$ cat src/rtl/sba_pkg.sv
package sba_pkg;

    typedef enum logic {
        OWN_CPU = 1'b0,
        OWN_EXT = 1'b1
    } owner_e;

    typedef struct packed {
        logic start;
        logic locked;
        logic done;
    } cpu_evt_t;

endpackage

$ cat src/rtl/sba_cycle_track.sv
module sba_cycle_track
    import sba_pkg::*;
(
    input  logic     clk,
    input  logic     rst,
    input  cpu_evt_t evt,
    output logic     busy
);

    always_ff @(posedge clk) begin
        if (rst) begin
            busy <= 1'b0;
        end else if (evt.start) begin
            busy <= 1'b1;
        end else if (evt.done) begin
            busy <= 1'b0;
        end
    end

endmodule

$ cat src/rtl/sba_span_check.sv
module sba_span_check #(
    parameter int AW        = 32,
    parameter int BLK_BYTES = 16,
    localparam int OFS_W    = $clog2(BLK_BYTES),
    localparam int SZ_W     = OFS_W + 1
) (
    input  logic            clk,
    input  logic            rst,
    input  logic            check_en,
    input  logic [AW-1:0]   addr,
    input  logic [SZ_W-1:0] size,
    output logic            err
);

    logic [AW-1:0] last_byte;
    logic          crosses;

    always_comb begin
        last_byte = addr + AW'(size) - AW'(1);
        crosses   = (size != '0) &&
                    (addr[AW-1:OFS_W] != last_byte[AW-1:OFS_W]);
    end

    always_ff @(posedge clk) begin
        if (rst) begin
            err <= 1'b0;
        end else begin
            err <= check_en && crosses;
        end
    end

endmodule

$ cat src/rtl/sba_grant_fsm.sv
module sba_grant_fsm
    import sba_pkg::*;
(
    input  logic clk,
    input  logic rst,
    input  logic ext_hold,
    input  logic cpu_lock,
    input  logic cyc_busy,
    input  logic cyc_done,
    output logic cpu_gnt,
    output logic ext_hlda
);

    owner_e owner_q;
    owner_e owner_d;
    logic   cpu_quiet;
    logic   hand_over;

    always_comb begin
        cpu_quiet = !cyc_busy || cyc_done;
        hand_over = (owner_q == OWN_CPU) && ext_hold && !cpu_lock && cpu_quiet;
        cpu_gnt   = (owner_q == OWN_CPU) && !hand_over;
        owner_d   = owner_q;
        case (owner_q)
            OWN_CPU: if (hand_over) owner_d = OWN_EXT;
            OWN_EXT: if (!ext_hold) owner_d = OWN_CPU;
            default: owner_d = OWN_CPU;
        endcase
    end

    always_ff @(posedge clk) begin
        if (rst) begin
            owner_q <= OWN_CPU;
        end else begin
            owner_q <= owner_d;
        end
    end

    assign ext_hlda = (owner_q == OWN_EXT);

endmodule

$ cat src/rtl/shared_bus_arbiter.sv
module shared_bus_arbiter
    import sba_pkg::*;
#(
    parameter int AW        = 32,
    parameter int BLK_BYTES = 16,
    localparam int OFS_W    = $clog2(BLK_BYTES),
    localparam int SZ_W     = OFS_W + 1
) (
    input  logic            clk,
    input  logic            rst,
    input  logic            cpu_req,
    input  logic            cpu_lock,
    input  logic [AW-1:0]   cpu_addr,
    input  logic [SZ_W-1:0] cpu_size,
    input  logic            cpu_done,
    output logic            cpu_gnt,
    input  logic            ext_hold,
    output logic            ext_hlda,
    output logic            lock_err
);

    cpu_evt_t evt;
    logic     cyc_busy;

    always_comb begin
        evt.start  = cpu_req && cpu_gnt;
        evt.locked = cpu_lock;
        evt.done   = cpu_done;
    end

    sba_cycle_track i_track (
        .clk  (clk),
        .rst  (rst),
        .evt  (evt),
        .busy (cyc_busy)
    );

    sba_grant_fsm i_fsm (
        .clk      (clk),
        .rst      (rst),
        .ext_hold (ext_hold),
        .cpu_lock (cpu_lock),
        .cyc_busy (cyc_busy),
        .cyc_done (cpu_done),
        .cpu_gnt  (cpu_gnt),
        .ext_hlda (ext_hlda)
    );

    sba_span_check #(
        .AW        (AW),
        .BLK_BYTES (BLK_BYTES)
    ) i_span (
        .clk      (clk),
        .rst      (rst),
        .check_en (evt.start && evt.locked),
        .addr     (cpu_addr),
        .size     (cpu_size),
        .err      (lock_err)
    );

endmodule

$ cat config.mk
export PLATFORM = sky130hd
export DESIGN_NAME = shared_bus_arbiter
export DESIGN_NICKNAME = d
export VERILOG_FILES = /design/src/rtl/sba_pkg.sv /design/src/rtl/sba_cycle_track.sv /design/src/rtl/sba_span_check.sv /design/src/rtl/sba_grant_fsm.sv /design/src/rtl/shared_bus_arbiter.sv
export SDC_FILE = /design/constraint.sdc
export NUM_CORES = 1
export LEC_CHECK = 0
export CAP_MARGIN = 0
export CORE_AREA = 10 10 82 84
export CTS_CLUSTER_DIAMETER = 200
export CTS_CLUSTER_SIZE = 10
export DETAILED_ROUTE_END_ITERATION = 12
export DIE_AREA = 0 0 92 94
export PLACE_DENSITY = 0.75
export REMOVE_ABC_BUFFERS = 1
export SYNTH_ARGS = -nofsm -noshare
export SYNTH_HDL_FRONTEND = slang
export SYNTH_SLANG_ARGS = --single-unit
$ cat constraint.sdc
create_clock -name clk -period 3.18 [get_ports clk]
set_clock_uncertainty 0.15 [all_clocks]
set_input_delay 0.477 -clock clk [delete_from_list [all_inputs] [get_ports clk]]
set_output_delay 0.477 -clock clk [all_outputs]
set_load 0.01 [all_outputs]
==> summary.md, run 1 <==
| Metric | Value |
|---|---|
| Outcome | `finished, violations left` |
| Failing checks | `design-rule violations, negative setup slack` |
| Die X | `92 um` |
| IR drop worst, VDD | `0.000184 V` |
| Syn avg cell area | `6.72 um2` |
| Final setup fails | `1` |
| Post-synth EDFFs | `0` |
| Final period util | `115%` |
| Synth Warn # | `0` |
| Synthesized instance count | `365` |
| Worst-Margin Slew | `0.709 ns` |
| Final core occ | `94.6%` |
| IO Port Bufs | `44` |
| Asr flop ratio synth | `0%` |
| Power Density | `279 mW/mm2` |
| WP data arrival | `3.60 ns` |
| Seq/Total Area, Yosys | `2.45%` |
| Max Slew Vio Count | `0` |
| Max-slew headroom | `51.5%` |
| F_max | `272 MHz` |
| Row cnt | `26` |
| Drt wl/cell | `26.1 um` |
| GR Util All Layers | `32.1%` |
| Clock sinks | `3` |
| WP depth | `13` |
| Post-Syn Area | `0.00245 mm2` |
| Synth top area cells | `ha_1 17%, a21oi_1 8.2%, inv_1 7.3%` |
| Minimum clock period | `3.67 ns` |
| Dpl ws | `-0.971 ns` |
| Worst Setup End Kind | `flop` |
| Hold Buf Count CTS | `0` |
| Clock Latency Late Sink | `0.22 ns` |
| H-tree levels | `1` |
| Grt ovf | `0` |
| Total Nets Final | `642` |
| Pleak | `2.17 nW` |
| Vias in the first global route | `4500` |
| Total Die Area | `0.00865 mm2` |
| Crit-path max cell delay | `0.49 ns` |
| Buffers and inverters on the worst path | `3` |
| Setup CP Type | `in -> reg` |
| Deepest clock path buffer count | `2` |
| Pre-Repair DR Iteration Count | `13` |
| Commonest non-fill, non-tap cell in the layout | `buf_4` |
| Post-synth top area share | `16.8%` |
| DP HPWL | `8150 um` |
| TritonCTS Buffers | `3` |
| Root Driver | `clkbuf_8` |
| Main synth FF type | `dfxtp_1` |
| CP cell instances | `clkdlybuf4s50_1 > inv_1 > ha_4 > a21oi_2 > o21a_1 > o32ai_2 > a2111oi_2 > buf_4 > o2111ai_1 > nor4_2 > nand4_1 > nor4b_2 > a41oi_2` |
| Initial antenna violation count | `0` |
| Share of cells above drive strength 1 | `48.7%` |
| Antenna cells | `0` |
| Fin area | `0.00480 mm2` |
| Hold Crit Depth | `2` |
| GPL Wtd Cong | `0.986` |
| CP Launch Type | `input pin` |
| Layout area overhead | `95.6%` |
| Reg clk slew, reported paths | `0.04 ns` |
| Largest net degree at the start of global routing | `8` |
| CP Max Fanout | `5` |
| Unrepaired setup endpoints after global routing | `yes` |
| Post-synthesis sequential element count | `3` |
| DP Area | `0.00405 mm2` |
| MaxCap Viol Count | `0` |
| IO Count | `46` |
| Dpl cells | `615` |
| FF-to-FF path depth | `5` |
| Core area | `0.00507 mm2` |
| Distinct cells, synth | `54` |
| Initial core utilization | `48.3%` |
| CTS tree | `built` |
| Via Count | `4444` |
| Post-Route WL | `16600 um` |
| Die span in y | `94 um` |
| Most frequent cells in the layout | `165 x buf_4, 31 x inv_1, 27 x nand2_1` |
| Max stage delay cell, worst path | `clkdlybuf4s50_1` |
| Top delay family on crit path | `compound AO/OA/AOI/OAI gates` |
| Post-route ant nets | `0` |
| Hold Crit Class | `reg -> reg` |
| Crit path setup slack, layout | `-0.492 ns` |
| DRT iter0 DRCs | `636` |
| Pwr Total | `1.34 mW` |
| Worst Path Required | `3.11 ns` |
| Fin. Hold Viols | `0` |
| Drt drc | `11` |
| Fin cells | `635` |
| Post-synth top area cell | `ha_1` |
| Vias per inst | `7.00` |
| First-pass GRT wire length | `22600 um` |
[worst min-delay path, delay by kind of cell (launching register included)]
family | cells | cell delay, ns
DFF | 1 | 0.30
AOI/OAI and AO/OA | 1 | 0.08
and+or+nand+nor | 1 | 0.10
[state kept, by name, summed over array words and instances, names as in the netlist]
name	flops
i_fsm.ext_hlda	1
i_span.err	1
i_track.busy	1
[timing repair]
| item | CTS | global route |
|---|---|---|
| setup endpoints to repair | 1 | 1 |
| pin swaps | 54 | 15 |
| resized for setup | 154 | 11 |
| buffers inserted | 12 | 5 |
[final timing paths]
path                              from                        end  slack (ns)
max                       cpu_addr[16]      i_span.err$_SDFF_PP0_       -0.49
min          i_track.busy$_SDFFE_PP0P_  i_track.busy$_SDFFE_PP0P_        0.39
max reg2reg  i_track.busy$_SDFFE_PP0P_      i_span.err$_SDFF_PP0_        1.49
min reg2reg  i_track.busy$_SDFFE_PP0P_  i_track.busy$_SDFFE_PP0P_        0.39
[cell families (layout without fill, tap and decap cells)]
| group | count (synthesis) | after routing | synth area share, % |
|---|---|---|---|
| buffers and inverters | 62 | 262 | 9.54 |
| DFF | 3 | 3 | 2.45 |
| and+or+nand+nor | 109 | 109 | 23.9 |
| muxes | 3 | 3 | 1.22 |
| adders and majority gates | 33 | 33 | 16.8 |
| AOI/OAI and AO/OA | 125 | 125 | 35.4 |
| xor gates and xnor gates | 30 | 30 | 10.7 |
[synthesized netlist by cell type, drive strengths merged (2+ instances only)]
cell type / n
or2: 2
and3: 4
o32ai: 2
a21o: 4
inv: 48
nor2: 16
and4: 5
mux2i: 3
a221oi: 2
a2111oi: 3
o21ai: 21
nand2: 30
clkbuf: 14
or3: 2
dfxtp: 3
nor4b: 2
nor3: 9
o21a: 15
ha: 33
xnor2: 19
o211ai: 6
o22ai: 2
a211oi: 4
nor4: 6
a31oi: 8
nor3b: 3
a21oi: 40
nand4: 12
nand3: 9
xor2: 11
nand2b: 3
nand3b: 3
o2111ai: 4
a211o: 3
[stage by stage]
stage / setup TNS [ns] / hold slack [ns]
2_1_floorplan: -0.214 / 0.299
3_3_place_gp: -0.844 / 0.318
3_5_place_dp: -0.971 / 0.352
4_1_cts: -0.0645 / 0.354
5_1_grt: -0.483 / 0.400
6_report: -0.492 / 0.392
[routing by layer]
| layer | routed length (um) | track usage [%] | vias to the layer above |
|---|---|---|---|
| met5 | 0 | 0 | - |
| met4 | 1820 | 26.0 | 0 |
| met3 | 1880 | 7.99 | 232 |
| met2 | 7440 | 55.2 | 471 |
| met1 | 5440 | 32.4 | 1981 |
| li1 | - | - | 1760 |
[final cells by class]
cell class                 count  area, um2
clock buffer                   4       45.0
multi-input combinational    300       2770
sequential                     3       60.1
fill                         152        277
inverter                      48        185
timing repair buffer         210       1650
tap                           70       87.6
[power breakdown]
group | internal [mW] | switching [mW]
Combinational | 0.553 | 0.626
Sequential | 0.0398 | 0.00105
Clock | 0.0862 | 0.0333
Total | 0.679 | 0.660
Note: power is estimated with default switching activity, not from simulation.
==> inputs of run 2 (changes only) <==
CTS_CLUSTER_DIAMETER = 80   (was 200)
==> results of run 2 <==
No change in the layout: final DEF, timing and power equal those of run 1.
